==> config.mk <==
export PLATFORM = sky130hd
export DESIGN_NAME = gpio32_edge_irq
export DESIGN_NICKNAME = d
export VERILOG_FILES = /design/src/rtl/gpio32_pkg.sv /design/src/rtl/gpio32_sync.sv /design/src/rtl/gpio32_edge_evt.sv /design/src/rtl/gpio32_edge_irq.sv
export SDC_FILE = /design/constraint.sdc
export NUM_CORES = 1
export LEC_CHECK = 0
export BUFFER_PORTS_ARGS = -buffer_cell sky130_fd_sc_hd__buf_2
export CAP_MARGIN = 20
export CORE_ASPECT_RATIO = 1.25
export CORE_UTILIZATION = 45
export DETAILED_ROUTE_END_ITERATION = 16
export GPL_ROUTABILITY_DRIVEN = 0
export SLEW_MARGIN = 20
export SYNTH_ARGS = -nofsm -noshare
export SYNTH_HDL_FRONTEND = slang
export SYNTH_HIERARCHICAL = 1
export SYNTH_SLANG_ARGS = --single-unit
==> constraint.sdc <==
create_clock -name clk -period 2.8 [get_ports clk]
set_clock_uncertainty 0.2 [all_clocks]
set_input_delay 0.28 -clock clk [delete_from_list [all_inputs] [get_ports clk]]
set_output_delay 0.28 -clock clk [all_outputs]
set_load 0.005 [all_outputs]
==> src/rtl/gpio32_pkg.sv <==
package gpio32_pkg;

  localparam int BUS_W    = 32;
  localparam int BYTE_AW  = 5;
  localparam int WORD_LSB = 2;
  localparam int SEL_W    = BYTE_AW - WORD_LSB;

  // Word index of each register; byte offset = index * 4.
  typedef enum logic [SEL_W-1:0] {
    SEL_DIR   = 3'd0,  // 0x00
    SEL_ODRSV = 3'd1,  // 0x04 reserved
    SEL_DATA  = 3'd2,  // 0x08
    SEL_EVT   = 3'd3,  // 0x0C
    SEL_MASK  = 3'd4,  // 0x10
    SEL_EDGE  = 3'd5,  // 0x14
    SEL_RSV18 = 3'd6,  // 0x18 reserved
    SEL_IBE   = 3'd7   // 0x1C
  } reg_sel_e;

  function automatic reg_sel_e addr_to_sel(input logic [BYTE_AW-1:0] a);
    return reg_sel_e'(a[BYTE_AW-1:WORD_LSB]);
  endfunction

  function automatic logic addr_aligned(input logic [BYTE_AW-1:0] a);
    return a[WORD_LSB-1:0] == '0;
  endfunction

endpackage

==> src/rtl/gpio32_sync.sv <==
module gpio32_sync #(
  parameter int W      = 32,
  parameter int STAGES = 2
) (
  input  logic         clk,
  input  logic         rst_n,
  input  logic [W-1:0] d,
  output logic [W-1:0] q
);

  logic [W-1:0] stage_q [STAGES];

  generate
    for (genvar s = 0; s < STAGES; s++) begin : g_stage
      always_ff @(posedge clk or negedge rst_n) begin
        if (!rst_n) begin
          stage_q[s] <= '0;
        end else begin
          if (s == 0) stage_q[s] <= d;
          else        stage_q[s] <= stage_q[(s == 0) ? 0 : s-1];
        end
      end
    end
  endgenerate

  assign q = stage_q[STAGES-1];

endmodule

==> src/rtl/gpio32_edge_evt.sv <==
module gpio32_edge_evt #(
  parameter int W = 32
) (
  input  logic         clk,
  input  logic         rst_n,
  input  logic [W-1:0] level,      // synchronised inputs, register bit order
  input  logic [W-1:0] fall_only,  // 1: falling edge only, 0: both edges
  input  logic [W-1:0] clr,        // write-one-to-clear request
  output logic [W-1:0] evt_q,
  output logic [W-1:0] edge_hit,
  output logic [W-1:0] fall_vec
);

  logic [W-1:0] prev_q;
  logic [W-1:0] rise_vec;

  assign fall_vec = prev_q & ~level;
  assign rise_vec = ~prev_q & level;
  assign edge_hit = fall_vec | (rise_vec & ~fall_only);

  always_ff @(posedge clk or negedge rst_n) begin
    if (!rst_n) begin
      prev_q <= '0;
      evt_q  <= '0;
    end else begin
      prev_q <= level;
      // A fresh edge outranks a simultaneous clear.
      evt_q  <= (evt_q & ~clr) | edge_hit;
    end
  end

endmodule

==> src/rtl/gpio32_edge_irq.sv <==
module gpio32_edge_irq
  import gpio32_pkg::*;
#(
  parameter int N_LINES     = 32,
  parameter int SYNC_STAGES = 2
) (
  input  logic               clk,
  input  logic               rst_n,
  input  logic [BYTE_AW-1:0] bus_addr,
  input  logic               bus_we,
  input  logic [N_LINES-1:0] bus_wdata,
  output logic [N_LINES-1:0] bus_rdata,
  input  logic [N_LINES-1:0] pad_in,
  output logic [N_LINES-1:0] pad_oe,
  output logic [N_LINES-1:0] pad_out,
  output logic               irq
);

  // Line n <-> register bit N_LINES-1-n.
  function automatic logic [N_LINES-1:0] mirror(input logic [N_LINES-1:0] v);
    logic [N_LINES-1:0] r;
    for (int i = 0; i < N_LINES; i++) r[i] = v[N_LINES-1-i];
    return r;
  endfunction

  reg_sel_e sel;
  logic     aligned;
  logic     wr_ok;

  logic [N_LINES-1:0] dir_q, dout_q, mask_q, edge_ctrl_q, ibe_q;
  logic [N_LINES-1:0] pad_bits, sync_bits;
  logic [N_LINES-1:0] evt_clr, evt_q, edge_hit, fall_vec;
  logic [N_LINES-1:0] data_view;

  assign sel     = addr_to_sel(bus_addr);
  assign aligned = addr_aligned(bus_addr);
  assign wr_ok   = bus_we && aligned;

  always_ff @(posedge clk or negedge rst_n) begin
    if (!rst_n) begin
      dir_q       <= '0;
      dout_q      <= '0;
      mask_q      <= '0;
      edge_ctrl_q <= '0;
      ibe_q       <= '0;
    end else if (wr_ok) begin
      case (sel)
        SEL_DIR:  dir_q       <= bus_wdata;
        SEL_DATA: dout_q      <= bus_wdata;
        SEL_MASK: mask_q      <= bus_wdata;
        SEL_EDGE: edge_ctrl_q <= bus_wdata;
        SEL_IBE:  ibe_q       <= bus_wdata;
        default:  ;
      endcase
    end
  end

  assign pad_bits = mirror(pad_in);

  gpio32_sync #(.W(N_LINES), .STAGES(SYNC_STAGES)) u_sync (
    .clk   (clk),
    .rst_n (rst_n),
    .d     (pad_bits),
    .q     (sync_bits)
  );

  assign evt_clr = (wr_ok && sel == SEL_EVT) ? bus_wdata : '0;

  gpio32_edge_evt #(.W(N_LINES)) u_evt (
    .clk       (clk),
    .rst_n     (rst_n),
    .level     (sync_bits),
    .fall_only (edge_ctrl_q),
    .clr       (evt_clr),
    .evt_q     (evt_q),
    .edge_hit  (edge_hit),
    .fall_vec  (fall_vec)
  );

  assign data_view = (dir_q & dout_q) | (~dir_q & ibe_q & sync_bits);

  always_comb begin
    bus_rdata = '0;
    if (aligned) begin
      case (sel)
        SEL_DIR:  bus_rdata = dir_q;
        SEL_DATA: bus_rdata = data_view;
        SEL_EVT:  bus_rdata = evt_q;
        SEL_MASK: bus_rdata = mask_q;
        SEL_EDGE: bus_rdata = edge_ctrl_q;
        SEL_IBE:  bus_rdata = ibe_q;
        default:  bus_rdata = '0;
      endcase
    end
  end

  assign pad_oe  = mirror(dir_q);
  assign pad_out = mirror(dir_q & dout_q);
  assign irq     = |(evt_q & mask_q);

endmodule

# == Word-level counts from Yosys, hierarchy flattened ==
# Cells that the tools add are included.
# totals
output_inout_bits,97
romBits,0
latch_bits,0
n_memories,0
input_bits,72
mem_bits_rw,0
regBits,288
# op_classes
mul,0
addsub,0
n_eq_ne,5
muxes,3
shift,0
bitwise_logic,16
magnitude_cmp,0
reduce_logical,10
n_div,0
# op_table
cell,n
$and 32x32->32,8
$pmux 32 s6,1
$not 32->32,5
$or 32x32->32,3
$mux 32,2
$reduce_or 32->1,1
$reduce_and 2->1,5
$eq 3x3->1 const B,3
$eq 3x2->1 const B,2
$logic_not 3->1,1
$logic_and 1x1->1,2
$logic_not 2->1,1

# == Longest topological paths before layout ==
# Gate-level depths: netlist of run 1.
# logic_depth
ltp_word,7
mapped_depth,8

# == Modules after synthesis ==
# Netlist of run 1, hierarchy kept.
# by_module_without_submodules
mod,instances,seq_area_each_um2,area_per_inst_um2,cells_per_inst
gpio32_edge_irq,1,4003.8,8788.4,772
gpio32_edge_evt,1,1601.5,2721.4,256
gpio32_sync,1,1601.5,1841.8,96

# == Worst setup path before layout of run 1 ==
# No wires, ideal clock.
# synth_timing
path_type,input -> output
startpoint,in bus_addr[3]
endpoint,out bus_rdata[15]
n_path_buf,3
arrival_ps,1509
required_time_ps,2320
cell_stages,6
setup_slack_ps,811
path_cell_list,buf_6 and3b_1 or4_1 buf_2 buf_6 a211oi_1
# synth_between
elab_chain_len,3
# synth_rtl
element,line_no,rtl
start: declaration,gpio32_edge_irq.sv:9,"input logic [BYTE_AW-1:0] bus_addr,"
"$eq 3x3->1, or another cell as far along",gpio32_edge_irq.sv:85,case (sel)
$pmux 32 s6 (*),gpio32_edge_irq.sv:85,
$mux 32 (*),gpio32_edge_irq.sv:84,if (aligned) begin
end: declaration,gpio32_edge_irq.sv:12,"output logic [N_LINES-1:0] bus_rdata,"
# Mark *: on every way between the ends. The rest lies on a longest branch, timed or not.

# == Worst setup path after layout of run 1 ==
# layout_timing
startpoint,reg u_evt.evt_q[20]
endpoint,out irq
# layout_between
elab_chain_len,2
# layout_rtl
element,line_no,rtl
start: declaration,gpio32_edge_evt.sv:9,"output logic [W-1:0] evt_q,"
start signal: assignment,gpio32_edge_evt.sv:28,evt_q <= (evt_q & ~clr) | edge_hit;
$and 32x32->32,gpio32_edge_irq.sv:99,assign irq = |(evt_q & mask_q);
$reduce_or 32->1,gpio32_edge_irq.sv:99,
end: declaration,gpio32_edge_irq.sv:16,output logic irq
# No other way between the ends.

==> results of run 1 <==
layer usage:
metal	vias up	GRT usage [%]	share of wire, %
met4	0	6.97	2.6
met2	208	39.7	50
met3	49	4.13	4.6
li1	4214	-	-
met5	-	0	0
met1	4617	28.9	43
what timing repair did:
item                      4_1_cts  5_1_grt
hold buffers                   65        0
hold endpoints to repair      284        0
gates resized for setup         0        0
final timing paths:
kind	from	endpoint	slack, ns	depth (start not counted)
min in group clk	u_sync/stage_q[36]	u_sync/q[4]	0.14	0
max in group asynchronous	rst_n	dout_q[23]	1.51	3
hold reg to reg	u_sync/stage_q[36]	u_sync/q[4]	0.14	0
hold / removal	rst_n	u_evt/evt_q[28]	0.08	2
setup reg to reg	u_sync/q[30]	u_evt/evt_q[30]	1.63	2
setup / recovery	u_evt/evt_q[20]	irq	0.04	4
sequential cells by signal (all words and copies together), names as in the netlist:
| name | flops |
|---|---|
| dir_q | 32 |
| dout_q | 32 |
| edge_ctrl_q | 32 |
| ibe_q | 32 |
| mask_q | 32 |
| u_evt/evt_q | 32 |
| u_evt/prev_q | 32 |
| u_sync/q | 32 |
| u_sync/stage_q | 32 |
power groups by stage:
stage          Combinational [mW]  Sequential, mW  Clock (mW)
4_1_cts                      1.49            5.11        4.24
3_3_place_gp                 1.39            5.16           0
2_1_floorplan               0.923            5.02           0
3_5_place_dp                 1.41            5.18           0
5_1_grt                      1.62            5.18        4.41
6_report                     1.47            5.11        4.13
worst max-delay path: stages, from the launching register on:
cell     delay (ns)
dfrtp_1        0.43
a22oi_1        0.33
nand4_1        0.17
or4_1          0.62
buf_2          0.16
cells in the final DEF, fill, tap and decap left out, types with 3 or more instances in the layout:
cell and n:
dfrtp_1 288, buf_2 165, mux2_2 163, dlygate4sd3_1 65
and2_1 64, nand3_1 62, nand2b_1 41, o21ai_0 34
or3b_1 32, clkbuf_16 31, or2b_1 31, and3b_1 27
buf_4 25, nor3b_1 19, or3b_2 18, nand2_1 18
and3_1 17, a21o_1 17, a41oi_1 17, a22oi_1 16
a21oi_1 15, a211oi_1 11, buf_12 9, o311ai_0 8
mux2i_1 8, o211a_1 8, inv_1 8, a221oi_1 7
clkbuf_1 7, nand3b_1 5, a221o_1 4, a311oi_1 4
nand4_1 4, mux2_1 4, clkbuf_8 4, bufinv_16 4
clkinv_2 4, a31oi_1 3, a311o_1 3, clkinvlp_4 3
through the flow:
| stage | power [mW] | utilization (%) |
|---|---|---|
| after floorplan | 5.95 | - |
| after global routing | 11.2 | 55.9 |
| final | 10.7 | 55.9 |
| after detailed placement | 6.60 | 50.0 |
| after global placement | 6.55 | 50.0 |
| after CTS | 10.8 | 55.9 |
area by class of cell:
cell class                 instances  area (um2)  area share [%]
clock buffer                      42         857            5.36
clock inverter                    12         171            1.07
inverter                           8        30.0           0.188
multi-input combinational        672        5370            33.6
sequential                       288        7210            45.1
tap                              390         488            3.05
timing repair buffer             265        1860            11.6
==> flow_summary.json, run 1 <==
{
  "status": "finished, final reports clean",
  "avgSynthCellArea_um2": 12.4,
  "core_um2": 28600,
  "power.leakage_nw": 7.43,
  "hold_viol_final": 0,
  "antenna_found_initial": 0,
  "placed_area_um2": 14300,
  "antenna-diode-count": 0,
  "synthCells": 1060,
  "antenna_left": 0,
  "fin_area_um2": 16000,
  "yosysWarnings": 6,
  "period_minus_slack_ns": 2.76,
  "cts_setup_buffers": 0,
  "fin_crit_sh_pct": 98.4,
  "worst_slew_margin_rel_pct": 59.7,
  "max_freq_mhz": 363,
  "p_int_mw": 8.03,
  "track_usage_pct": 22.8,
  "start_util_pct": 45.9,
  "die_h_um": 193,
  "num_vias": 9088,
  "drcViolationCount": 0,
  "setup_slack_ns": 0.0434,
  "nNetsFinal": 1337,
  "row_count": 69,
  "cts-htree-levels": 1,
  "routed_wl_mm": 33.3,
  "critPathMaxFanout": 3,
  "place_hpwl_mm": 22.1,
  "grt_pass1_vias": 9499,
  "hold_path.class": "in -> async",
  "comb_power_share_pct": 13.7,
  "peakVddDrop_mv": 0.455,
  "drt_first_pass_iters": 4,
  "startpoint_type": "flop",
  "power.share.sequential_pct": 47.7,
  "dp.cells": 1558,
  "critPathArrivalTime_ns": 2.28,
  "pwr-share-clk_pct": 38.6,
  "dieArea_um2": 29800,
  "finalSetupViolCount": 0,
  "grt_pass1_wl_mm": 52.4,
  "syn_to_final_growth_pct": 21.9,
  "tightestPinTransition_ns": 0.604,
  "cap_violations": 0,
  "crit_type": "reg -> out",
  "numCtsBuffers": 30,
  "synth_nets": 1132,
  "fillers": 2488,
  "drive_gt1_share_pct": 33.8,
  "rsz0062_at_grt": "false",
  "grt_max_degree": 74,
  "boundaryPins": 169,
  "gr-total-overflow": 0,
  "cts_buffer_depth": 3,
  "whs_ns": 0.0773,
  "p_per_area_nw_per_um2": 670,
  "tritoncts": "done",
  "pre_cts_slack_ns": 0.351,
  "setup_tns_ns": 0,
  "p_switching_mw": 2.68,
  "clk_latency_ns": 0.55,
  "p_sw_share_pct": 25.0,
  "clock_sinks": 288,
  "drt_iter0_drc": 511,
  "viasPerCell": 5.42,
  "die_w_um": 155,
  "wire_per_inst_um": 19.9,
  "synth_area_um2": 13100,
  "maxSlewViolCount": 0,
  "cts_root_buf": "clkbuf_16",
  "cp-end-kind": "output pin",
  "stdcell_count": 1677,
  "critical_path_required_ns": 2.32,
  "clkTransAtPathRegs_ns": 0.06,
  "io_buffers": 168
}
No activity file was read; power rests on OpenSTA's default activity.
==> run 2: changes to the inputs <==
--- a/config.mk
+++ b/config.mk
@@ -8,7 +8,7 @@
 export BUFFER_PORTS_ARGS = -buffer_cell sky130_fd_sc_hd__buf_2
 export CAP_MARGIN = 20
 export CORE_ASPECT_RATIO = 1.25
-export CORE_UTILIZATION = 45
+export CORE_UTILIZATION = 35
 export DETAILED_ROUTE_END_ITERATION = 16
 export GPL_ROUTABILITY_DRIVEN = 0
 export SLEW_MARGIN = 20
==> run 2 against run 1 <==
Count of clock-buffer cells in the layout rose by 5. Wire length rose by 4.8%. Critical path depth did not move. Hold slack got worse by 0.0061 ns. Highest routed layer unchanged. Flip-flop and latch count did not move. Die area rose by 28%.
==> flow_summary.json, run 2 (same netlist as run 1, synthesis figures left out) <==
{
  "status": "finished, final reports clean",
  "nNetsFinal": 1337,
  "die_h_um": 218,
  "cts.repair.resized": 0,
  "core_um2": 36600,
  "crit_path_top_delay_cell": "or4_1",
  "start_util_pct": 35.8,
  "drive_gt1_share_pct": 33.5,
  "tritoncts": "done",
  "stdcell_count": 1765,
  "boundaryPins": 169,
  "dp.cells": 1647,
  "layout_commonest_cell": "dfrtp_1",
  "cts-htree-levels": 1,
  "worst_slew_margin_rel_pct": 61.7,
  "whs_ns": 0.0712,
  "track_usage_pct": 18.7,
  "antenna-diode-count": 0,
  "critPathArrivalTime_ns": 2.24,
  "comb_power_share_pct": 14.1,
  "hold_buffers": 65,
  "dieArea_um2": 38200,
  "critical_path_required_ns": 2.32,
  "p_switching_mw": 2.69,
  "p_sw_share_pct": 25.6,
  "setup_tns_ns": 0,
  "grt_pass1_vias": 9500,
  "period_minus_slack_ns": 2.72,
  "viasPerCell": 5.14,
  "startpoint_type": "flop",
  "layout_common_cells": "dfrtp_1, buf_2, mux2_2",
  "power.leakage_nw": 7.39,
  "grtUsageMet1_pct": 24.1,
  "cap_violations": 0,
  "peakVddDrop_mv": 0.468,
  "pre_cts_slack_ns": 0.121,
  "crit_type": "reg -> out",
  "tightestPinTransition_ns": 0.575,
  "clkTransAtPathRegs_ns": 0.06,
  "gr-total-overflow": 0,
  "maxSlewViolCount": 0,
  "die_w_um": 175,
  "critPathMaxFanout": 3,
  "drt_first_pass_iters": 5,
  "fin_crit_sh_pct": 97.2,
  "row_count": 78,
  "clock_sinks": 288,
  "cts_setup_buffers": 0,
  "drcViolationCount": 0,
  "crit_chain": "a22oi_1 -> nand4_1 -> or4_1 -> buf_2",
  "setup_slack_ns": 0.0773,
  "crit_path_max_incr_delay_ns": 0.60,
  "wire_per_inst_um": 19.8,
  "cts_root_buf": "clkbuf_16",
  "clk_latency_ns": 0.56,
  "hold_viol_final": 0,
  "p_per_area_nw_per_um2": 656,
  "drt_iter0_drc": 473,
  "p_int_mw": 7.81,
  "rsz0062_at_grt": "false",
  "place_hpwl_mm": 23.3,
  "hold_path.class": "in -> async",
  "fin_area_um2": 16000,
  "syn_to_final_growth_pct": 22.1,
  "placed_area_um2": 14400,
  "io_buffers": 168,
  "num_vias": 9066,
  "routed_wl_mm": 34.9,
  "cts_buffer_depth": 3,
  "pwr-share-clk_pct": 37.3,
  "antenna_found_initial": 0,
  "grt.met3_usage_pct": 2.40,
  "grt-busiest-layer": "met2",
  "cp-end-kind": "output pin",
  "numCtsBuffers": 31,
  "grt_pass1_wl_mm": 54.9,
  "max_freq_mhz": 367,
  "finalSetupViolCount": 0,
  "grt_max_degree": 77,
  "power.share.sequential_pct": 48.6,
  "antenna_left": 0,
  "grtUsageMet2_pct": 32.1
}
## run 2: cell count changes in the layout (fill, tap and decap cells not counted)
cell	previous run	this run
buf_4	25	24
bufinv_16	4	1
clkbuf_1	7	10
clkbuf_8	4	6
clkinv_2	4	3
clkinv_4	1	0
clkinvlp_4	3	1
inv_6	0	1
or4_1	2	1
or4_2	0	1
## run 2: through the flow
step / util (%) / power [mW]
after CTS: 43.8 / 10.6
after global placement: 39.4 / 6.57
final: 43.8 / 10.5
after detailed placement: 39.4 / 6.61
after global routing: 43.8 / 11.0
after floorplan: - / 5.95
## run 2: path summary, 6_finish.rpt
kind	start	to	slack (ns)	cells after the start
max reg2reg	u_sync/q[25]	u_evt/evt_q[25]	1.66	2
min in group clk	u_sync/stage_q[58]	u_sync/q[26]	0.14	0
max	u_evt/evt_q[6]	irq	0.08	4
min	rst_n	u_sync/stage_q[52]	0.07	2
max in group asynchronous	rst_n	u_sync/q[2]	1.42	3
min reg2reg	u_sync/stage_q[58]	u_sync/q[26]	0.14	0
## run 2: routing by layer
layer  part of all wire (%)  vias to the layer above
li1                       -                     4223
met1                     43                     4595
met2                     50                      199
met3                    3.6                       49
met4                    2.9                        0
met5                      0                        -
## run 2: final cells by class
class / count / area, um2
flip-flops and latches: 288 / 7210
multi-input cells: 672 / 5370
repair buffers: 264 / 1850
fillers: 3419 / 20600
well taps: 480 / 601
clock inverters: 6 / 61.3
clock buffers: 47 / 896
inverters: 8 / 30.0
## run 2: power groups by stage
stage | Combinational, mW | Sequential (mW) | Clock (mW)
CTS | 1.51 | 5.10 | 4.03
global route | 1.63 | 5.18 | 4.21
global placement | 1.41 | 5.16 | 0
finish | 1.48 | 5.10 | 3.92
floorplan | 0.923 | 5.02 | 0
detailed placement | 1.43 | 5.18 | 0
## run 2: critical path: cells and delay by family, from the launching register on
family	cells	cell delay, ns
AOI/OAI and AO/OA	1	0.30
buffers and inverters	1	0.16
DFF	1	0.42
and+or+nand+nor	2	0.80
==> run 3: changes to the inputs <==
--- a/config.mk
+++ b/config.mk
@@ -11,6 +11,7 @@
 export CORE_UTILIZATION = 35
 export DETAILED_ROUTE_END_ITERATION = 16
 export GPL_ROUTABILITY_DRIVEN = 0
+export HOLD_SLACK_MARGIN = 0.15
 export SLEW_MARGIN = 20
 export SYNTH_ARGS = -nofsm -noshare
 export SYNTH_HDL_FRONTEND = slang
==> run 3 against run 2 <==
Flip-flop and latch count unchanged. Sequential power about the same. Register-to-register slack worse by 0.10 ns. Hold slack better by 0.078 ns. Die area is the same. Count of clock-buffer cells in the layout unchanged. Combinational power is 3% higher. Non-clock buffer count rose by 28. Final cell count rose by 1.6%. Via count increased by 1.5%. Critical path depth unchanged. Largest cell class unchanged.
==> flow_summary.json, run 3 (same netlist as run 1, synthesis figures left out) <==
{
  "hold_buffers": 92,
  "grt_pass1_wl_mm": 55.4,
  "drive_gt1_share_pct": 32.8,
  "fin_crit_sh_pct": 96.9,
  "num_vias": 9203,
  "numCtsBuffers": 31,
  "gr-total-overflow": 0,
  "cts.repair.resized": 0,
  "die_h_um": 218,
  "period_minus_slack_ns": 2.71,
  "rrSetupSlack_ns": 1.56,
  "antenna_found_initial": 0,
  "boundaryPins": 169,
  "peakVddDrop_mv": 0.472,
  "status": "finished, final reports clean",
  "crit_type": "reg -> out",
  "wire_per_inst_um": 19.7,
  "r2r_cells": 1,
  "critPathArrivalTime_ns": 2.23,
  "startpoint_type": "flop",
  "maxSlewViolCount": 0,
  "drt_first_pass_iters": 4,
  "finalSetupViolCount": 0,
  "syn_to_final_growth_pct": 24.3,
  "nNetsFinal": 1365,
  "worst_slew_margin_rel_pct": 61.5,
  "layout_common_cells": "dfrtp_1, buf_2, mux2_2",
  "place_hpwl_mm": 23.3,
  "die_w_um": 175,
  "track_usage_pct": 18.8,
  "drcViolationCount": 0,
  "r2r-start": "u_sync/stage_q[60]",
  "crit_end": "irq",
  "worstReg2RegEnd": "u_sync/q[28]",
  "rsz0062_at_grt": "false",
  "finalPower_mw": 10.5,
  "grt_max_degree": 77,
  "cts-htree-levels": 1,
  "hold_path.class": "reg -> reg",
  "critPathMaxFanout": 3,
  "cts_buffer_depth": 3,
  "critical_path_required_ns": 2.32,
  "tritoncts": "done",
  "hold_viol_final": 0,
  "grt_pass1_vias": 9626,
  "setup_tns_ns": 0,
  "core_um2": 36600,
  "p_per_area_nw_per_um2": 646,
  "drt_iter0_drc": 422,
  "row_count": 78,
  "viasPerCell": 5.13,
  "routed_wl_mm": 35.2,
  "clkTransAtPathRegs_ns": 0.06,
  "layout_commonest_cell": "dfrtp_1",
  "dieArea_um2": 38200,
  "power.leakage_nw": 7.51,
  "tightestPinTransition_ns": 0.577,
  "cap_violations": 0,
  "clk_latency_ns": 0.56,
  "clock_sinks": 288,
  "io_buffers": 168,
  "max_freq_mhz": 369,
  "antenna_left": 0,
  "whs_ns": 0.149,
  "antenna-diode-count": 0,
  "cp-end-kind": "output pin",
  "start_util_pct": 35.8,
  "cts_root_buf": "clkbuf_16",
  "cts_setup_buffers": 0,
  "critPathLaunch": "u_evt/evt_q[6]"
}
==> run 3: cell types whose count changed in the layout (fill, tap and decap cells not counted), sizes merged <==
cell         delta
dlygate4sd3    +28
==> run 3: final cells by class <==
cell class              count  area [um2]
flip-flops and latches    288        7210
inverters                   8        30.0
multi-input cells         672        5370
clock buffers              47         896
well taps                 480         601
clock inverters             6        61.3
repair buffers            292        2130
fillers                  3393       20300
==> run 3: worst max-delay path, stage by stage (launching register included) <==
cell and delay (ns):
dfrtp_1 0.42, a22oi_1 0.31, nand4_1 0.19, or4_1 0.59, buf_2 0.16
==> run 3: power breakdown <==
part / total [mW] / internal [mW] / switching [mW]
clock network: 3.92 / 2.27 / 1.64
registers: 5.10 / 4.69 / 0.407
logic: 1.52 / 0.869 / 0.647
total: 10.5 / 7.83 / 2.69
==> run 3: worst min path at each step <==
stage | startpoint | endpoint | slack [ns] | depth (start not counted)
floorplan | rst_n | dir_q[0] | -0.22 | 0
global placement | rst_n | u_sync/stage_q[52] | 0.09 | 1
detailed placement | rst_n | u_sync/stage_q[52] | 0.1 | 1
CTS | u_sync/stage_q[51] | u_sync/q[19] | 0.15 | 0
global route | u_sync/stage_q[51] | u_sync/q[19] | 0.15 | 0
finish | u_sync/stage_q[39] | u_sync/q[7] | 0.15 | 0
==> run 3: through the flow <==
step / setup WS (ns) / instance area, um2 / util (%) / std cells
2_1_floorplan: 0.811 / 13100 / - / 1060
3_3_place_gp: 0.155 / 14400 / 39.4 / 1647
3_5_place_dp: 0.121 / 14400 / 39.4 / 1647
4_1_cts: 0.00652 / 16300 / 44.5 / 1792
5_1_grt: 0.0201 / 16300 / 44.5 / 1793
6_report: 0.0878 / 16300 / 44.5 / 1793
==> run 3: layer usage <==
metal | global-route usage (%) | up-vias | share of wire [%]
li1 | - | 4277 | -
met1 | 24.1 | 4675 | 43
met2 | 32.6 | 199 | 50
met3 | 2.40 | 52 | 3.6
met4 | 6.41 | 0 | 2.9
met5 | 0 | - | 0
